==> src/rtl/sdet_pkg.sv <==
package sdet_pkg;
    typedef enum logic [1:0] {
        ST_IDLE = 2'd0,
        ST_HUNT = 2'd1,
        ST_HOLD = 2'd2
    } hunt_state_t;
endpackage

==> src/rtl/sd_history.sv <==
module sd_history #(
    parameter int WORD_W = 32,
    parameter int CNT_W  = 6
) (
    input  logic              clk,
    input  logic              rst_n,
    input  logic              clear,
    input  logic              take,
    input  logic              bit_in,
    output logic [WORD_W-1:0] cand,
    output logic [CNT_W-1:0]  fill_cand
);
    localparam logic [CNT_W-1:0] FILL_MAX = CNT_W'(WORD_W);

    logic [WORD_W-2:0] hist;
    logic [CNT_W-1:0]  fill;

    // Window as it would look once the current bit is taken.
    assign cand      = {hist, bit_in};
    assign fill_cand = (fill == FILL_MAX) ? fill : fill + 1'b1;

    always_ff @(posedge clk or negedge rst_n) begin
        if (!rst_n) begin
            hist <= '0;
            fill <= '0;
        end else if (clear) begin
            hist <= '0;
            fill <= '0;
        end else if (take) begin
            hist <= cand[WORD_W-2:0];
            fill <= fill_cand;
        end
    end

    AST_FILL_LIMIT: assert property (@(posedge clk) disable iff (!rst_n)
        fill <= FILL_MAX);

    AST_CLEAR_EMPTIES: assert property (@(posedge clk) disable iff (!rst_n)
        clear |=> (fill == '0));
endmodule

==> src/rtl/sd_compare.sv <==
module sd_compare #(
    parameter int BYTE_W    = 8,
    parameter int NUM_BYTES = 4,
    parameter int SIZE_W    = 2,
    parameter int TOL_W     = 2,
    parameter int CNT_W     = 6
) (
    input  logic [BYTE_W*NUM_BYTES-1:0] cand,
    input  logic [CNT_W-1:0]            fill_cand,
    input  logic [BYTE_W*NUM_BYTES-1:0] word,
    input  logic [SIZE_W-1:0]           size_sel,
    input  logic [TOL_W-1:0]            tol_sel,
    output logic                        hit
);
    localparam int WORD_W = BYTE_W * NUM_BYTES;

    logic [CNT_W-1:0]  len_bits;
    logic [WORD_W-1:0] ref_word;
    logic [WORD_W-1:0] mask;
    logic [WORD_W-1:0] diff;
    logic [CNT_W-1:0]  errs;

    // Used bytes are the top ones; slide them down to line up with the newest bits.
    assign len_bits = CNT_W'((int'(size_sel) + 1) * BYTE_W);
    assign ref_word = word >> ((NUM_BYTES - 1 - int'(size_sel)) * BYTE_W);

    generate
        for (genvar g = 0; g < WORD_W; g++) begin : g_mask
            assign mask[g] = (CNT_W'(g) < len_bits);
        end
    endgenerate

    assign diff = (cand ^ ref_word) & mask;

    always_comb begin
        errs = '0;
        for (int i = 0; i < WORD_W; i++) begin
            errs = errs + CNT_W'(diff[i]);
        end
    end

    assign hit = (fill_cand >= len_bits) && (errs <= CNT_W'(tol_sel));
endmodule

==> src/rtl/sd_ctrl.sv <==
module sd_ctrl
    import sdet_pkg::*;
(
    input  logic clk,
    input  logic rst_n,
    input  logic hunt_en,
    input  logic restart,
    input  logic bit_en,
    input  logic hit,
    output logic take,
    output logic clear,
    output logic found
);
    hunt_state_t state_q, state_d;
    logic        hunting;

    assign hunting = (state_q == ST_HUNT) && hunt_en;
    assign take    = hunting && !restart && bit_en;
    assign clear   = !hunting || restart;

    always_comb begin
        state_d = state_q;
        unique case (state_q)
            ST_IDLE: if (hunt_en) state_d = ST_HUNT;
            ST_HUNT: begin
                if (!hunt_en)          state_d = ST_IDLE;
                else if (restart)      state_d = ST_HUNT;
                else if (bit_en && hit) state_d = ST_HOLD;
            end
            ST_HOLD: begin
                if (!hunt_en)     state_d = ST_IDLE;
                else if (restart) state_d = ST_HUNT;
            end
            default: state_d = ST_IDLE;
        endcase
    end

    always_ff @(posedge clk or negedge rst_n) begin
        if (!rst_n) state_q <= ST_IDLE;
        else        state_q <= state_d;
    end

    always_ff @(posedge clk or negedge rst_n) begin
        if (!rst_n) found <= 1'b0;
        else        found <= take && hit;
    end

    AST_ONE_CYCLE: assert property (@(posedge clk) disable iff (!rst_n)
        found |=> !found);

    AST_HOLD_ON_FOUND: assert property (@(posedge clk) disable iff (!rst_n)
        found |-> (state_q == ST_HOLD));

    AST_BLOCKED: assert property (@(posedge clk) disable iff (!rst_n)
        (state_q == ST_HOLD && !restart) |=> !found);

    AST_OFF_IDLE: assert property (@(posedge clk) disable iff (!rst_n)
        !hunt_en |=> (state_q == ST_IDLE && !found));

    AST_FOUND_ON_BIT: assert property (@(posedge clk) disable iff (!rst_n)
        found |-> $past(bit_en));
endmodule

==> src/rtl/sync_hunter.sv <==
module sync_hunter #(
    parameter int BYTE_W    = 8,
    parameter int NUM_BYTES = 4,
    parameter int SIZE_W    = 2,
    parameter int TOL_W     = 2
) (
    input  logic                        clk,
    input  logic                        rst_n,
    input  logic                        hunt_en,
    input  logic                        restart,
    input  logic                        bit_en,
    input  logic                        bit_in,
    input  logic [SIZE_W-1:0]           size_sel,
    input  logic [TOL_W-1:0]            tol_sel,
    input  logic [BYTE_W*NUM_BYTES-1:0] word_bytes,
    output logic                        found
);
    localparam int WORD_W = BYTE_W * NUM_BYTES;
    localparam int CNT_W  = $clog2(WORD_W + 1);

    logic              take;
    logic              clear;
    logic              hit;
    logic [WORD_W-1:0] cand;
    logic [CNT_W-1:0]  fill_cand;

    sd_history #(.WORD_W(WORD_W), .CNT_W(CNT_W)) u_history (
        .clk       (clk),
        .rst_n     (rst_n),
        .clear     (clear),
        .take      (take),
        .bit_in    (bit_in),
        .cand      (cand),
        .fill_cand (fill_cand)
    );

    sd_compare #(
        .BYTE_W(BYTE_W), .NUM_BYTES(NUM_BYTES),
        .SIZE_W(SIZE_W), .TOL_W(TOL_W), .CNT_W(CNT_W)
    ) u_compare (
        .cand      (cand),
        .fill_cand (fill_cand),
        .word      (word_bytes),
        .size_sel  (size_sel),
        .tol_sel   (tol_sel),
        .hit       (hit)
    );

    sd_ctrl u_ctrl (
        .clk     (clk),
        .rst_n   (rst_n),
        .hunt_en (hunt_en),
        .restart (restart),
        .bit_en  (bit_en),
        .hit     (hit),
        .take    (take),
        .clear   (clear),
        .found   (found)
    );
endmodule

==> config.mk <==
export PLATFORM = sky130hd
export DESIGN_NAME = sync_hunter
export DESIGN_NICKNAME = d
export VERILOG_FILES = /design/src/rtl/sdet_pkg.sv /design/src/rtl/sd_history.sv /design/src/rtl/sd_compare.sv /design/src/rtl/sd_ctrl.sv /design/src/rtl/sync_hunter.sv
export SDC_FILE = /design/constraint.sdc
export NUM_CORES = 1
export LEC_CHECK = 0
export BUFFER_PORTS_ARGS = -buffer_cell sky130_fd_sc_hd__buf_4
export CORE_ASPECT_RATIO = 0.5
export CORE_MARGIN = 2
export CORE_UTILIZATION = 59
export DETAILED_ROUTE_END_ITERATION = 7
export HOLD_SLACK_MARGIN = 0.15
export PLACE_DENSITY = 0.81
export RECOVER_POWER = 100
export SYNTH_ARGS = -nofsm -noshare
export SYNTH_HDL_FRONTEND = slang
export SYNTH_SLANG_ARGS = --single-unit
==> constraint.sdc <==
create_clock -name clk -period 8.3 [get_ports clk]
set_clock_uncertainty 0.05 [all_clocks]
set_input_delay 2.49 -clock clk [delete_from_list [all_inputs] [get_ports clk]]
set_output_delay 2.49 -clock clk [all_outputs]
set_load 0.1 [all_outputs]
==> qor.csv <==
metric,value,unit
Post-Syn Area,3580,um^2
"antenna viol nets, final",0,
Die Ht,59.1,um
Fill cells,370,
CP max stage cell,mux4_2,
Util after Layout,78.7,%
number of flops mapped to enable cells by yosys,0,
simple-gate portion of the synthesized area,16.0,%
Layout area overhead,24.3,%
WHS,0.535,ns
Ys Warns,0,
ys flop type,dfrtp_1,
Synth cell types,36,
Sink Count,40,
largest net degree at the start of global routing,41,
Port-buffer cells,42,
crit path time final,8.58,ns
Horiz. Die Dim,114,um
"count leader, synth",nor2_1,
crit end category,register,
vias per cell,5.50,
share of post-route cells with drive strength above 1,24.3,%
crit share post-route,103,%
Crit. Startpoint,size_sel[0],
Routed WL,9.35,mm
Adder-Cell Fraction of Synth Area,19.7,%
f_max,117,MHz
Final Power,1.22,mW
H-tree lvl count,2,
CTS max path bufs,2,
max cap viols,1,
launch point of the worst reg-to-reg path,u_history.hist[0]$_DFFE_PN0P_,
Final #Nets,535,
DR vias,2890,
largest family of logic cells by synthesized area,adder cells,
worst slew pin tran,2.05,ns
Leak,2.20,nW
drc violations,0,
power share of the clock group,15.6,%
routed len/inst,17.8,um
Net Switching,0.486,mW
DP Worst Slack,-0.683,ns
worst setup margin,-0.276,ns
die area,6750,um^2
worst hold start,u_history.hist[21]$_DFFE_PN0P_,
worst vdd ir,0.291,mV
status,finished with violations,
final instance area,4450,um^2
Hold WC Path Type,reg2reg,
Post-synth ARST share,100,%
R2R Setup Slk,2.09,ns
Critical Path AT,8.70,ns
Slew Limit Fails,41,
CTS hold repair buffers,0,
r2r endpoint,u_ctrl.state_q[0]$_DFFE_PN0P_,
Int Pwr,0.738,mW
Reg area,1000,um^2
overflow left after global routing,0,
Setup CP Type,in2reg,
I/O Pins,43,
Seq cells post-synth,40,
Crit Path Max Fanout,5,
most common library cells after synthesis,"69 x nor2_1, 48 x mux2i_1, 40 x dfrtp_1, 35 x inv_1, 25 x nand2_1",
CP Launch Type,input port,
CTS root buf,clkbuf_16,
Hold Crit Depth,2,
floorplan row count,19,
mux share of post-synthesis cell area,15.3,%
Inserted Clock Buffers,5,
first-pass GRT wire length,15.0,mm
starting density of the core,63.3,%
Tot GR Track Use,30.4,%
Placer Congestion,0.924,
Synth Area in Compound Gates,5.03,%
crit-path most repeated cell,fa_1,
xor/xnor share of the synthesized area,9.78,%
core area,5660,um^2
RSZ-0062 raised after global routing,true,
Final Hold Vio Count,0,
Finish-stage setup viols,3,
Syn Nets,467,
CP cell instances,buf_12 -> mux4_2 -> xnor2_2 -> nor2_1 -> ha_1 -> inv_1 -> fa_1 -> fa_1 -> inv_1 -> fa_1 -> fa_1 -> fa_1 -> fa_1 -> fa_2 -> inv_2 -> fa_1 -> inv_2 -> ha_4 -> nor2b_4 -> o21ai_2 -> nand3_2 -> or3b_4 -> o211a_1,
Power Density,275,nW/um^2
synth top area cells,"dfrtp_1 28%, fa_1 13%, mux2i_1 13%",
"Reg clk slew, reported paths",0.06,ns
R2R depth,21,
Iteration-0 DRC Markers,109,
Worst Path Required,8.42,ns
CTS tree,yes,
vias in the first global route,3019,
multi-input logic area,2450,um^2
Yosys top cell area share,27.9,%
cell taking the most area after synthesis,dfrtp_1,
Detailed Routing Iterations Pass 1,4,
placed cell areas,4160,um^2
Final HPWL DP,7.36,mm
violated checks,"capacitance limit, slew limit, setup timing",
"slowest stage delay, CP",0.52,ns
Rel. slew slack,-36.7,%
combinational share of power,68.2,%
worst-skew pair later-pin latency,0.28,ns
antenna cells,0,
antenna violations before repair,0,
Syn Inst Count,383,
switching fraction of total power,39.7,%
sequential share of the synthesized area,27.9,%
sequential power share,16.2,%
syn_area_per_cell,9.36,um^2
WHS Endpoint,u_history.hist[21]$_DFFE_PN0P_,
power by group through the flow:
stage	Combinational [mW]	Clock [mW]	Sequential (mW)
global placement	0.556	0	0.201
floorplan	0.406	0	0.203
global route	0.926	0.202	0.198
CTS	0.715	0.193	0.198
finish	0.835	0.191	0.198
detailed placement	0.600	0	0.202
area by class of cell:
type                            instances  area share, %
Sequential cell                        40           22.5
Clock inverter                          1          0.169
Timing Repair Buffer                   80           14.1
Inverter                               35           3.09
Multi-Input combinational cell        289           54.9
Clock buffer                            7           3.20
Tap cell                               73           2.05
kinds of logic (layout without fill, tap and decap cells):
family | count (synthesis) | in the layout
AOI/OAI and AO/OA | 28 | 28
muxes | 53 | 53
DFF | 40 | 40
and+or+nand+nor | 126 | 126
buffers and inverters | 54 | 123
adders and majority gates | 42 | 42
xor gates and xnor gates | 40 | 40
sequential cells by signal, summed over array words and instances, names as in the netlist:
register	cells
u_ctrl.found	1
u_history.hist	31
u_ctrl.state_q	2
u_history.fill	6
through the flow:
step,std cells,setup TNS [ns]
after CTS,523,-0.767
after floorplan,383,-0.301
after detailed placement,512,-1.46
after global placement,512,-0.922
after global routing,525,-1.05
final,525,-0.631
worst max-delay path, delay by kind of cell:
kind	cells	cell delay, ns
adder cells (fa/ha/maj)	10	4.08
AND/OR/NAND/NOR	4	0.76
multiplexers	1	0.52
buffers and inverters	5	0.35
AO/OA/AOI/OAI	2	0.33
XOR/XNOR	1	0.16
timing repair:
action | CTS | global route
resized for setup | 10 | 20
cloned | 0 | 0
pin swaps | 1 | 3
buffers inserted | 4 | 3
setup endpoints to repair | 3 | 3
hold endpoints to repair | 0 | 0
how the worst max path moves through the flow:
stage                                          endpoint  slack (ns)  cells after the start
after detailed placement  u_ctrl.state_q[0]$_DFFE_PN0P_       -0.68                     23
after global placement    u_ctrl.state_q[0]$_DFFE_PN0P_       -0.51                     23
final                     u_ctrl.state_q[0]$_DFFE_PN0P_       -0.28                     23
after global routing      u_ctrl.state_q[0]$_DFFE_PN0P_       -0.41                     23
after floorplan           u_ctrl.state_q[0]$_DFFE_PN0P_       -0.30                     23
after CTS                 u_ctrl.state_q[0]$_DFFE_PN0P_       -0.30                     23
routing by layer:
layer | vias up | global-route usage, % | wire, um
li1 | 1381 | - | -
met1 | 1411 | 39.0 | 4150
met2 | 80 | 52.2 | 4490
met3 | 18 | 6.34 | 503
met4 | 0 | 10.8 | 197
met5 | - | 0 | 0
cells in the final DEF (no fill, tap or decap), drive strengths merged, types with 2 or more instances in the layout:
| master | n |
|---|---|
| buf | 76 |
| nor2 | 69 |
| mux2i | 48 |
| dfrtp | 40 |
| inv | 34 |
| nand2 | 25 |
| fa | 24 |
| xor2 | 22 |
| xnor2 | 18 |
| ha | 18 |
| clkbuf | 11 |
| a21oi | 8 |
| o21ai | 8 |
| nor2b | 7 |
| nor3 | 6 |
| a211oi | 5 |
| nand3 | 5 |
| mux2 | 4 |
| a22oi | 4 |
| nand4 | 4 |
| clkinvlp | 2 |
| nand4b | 2 |
Note: power is estimated with default switching activity, not from simulation.
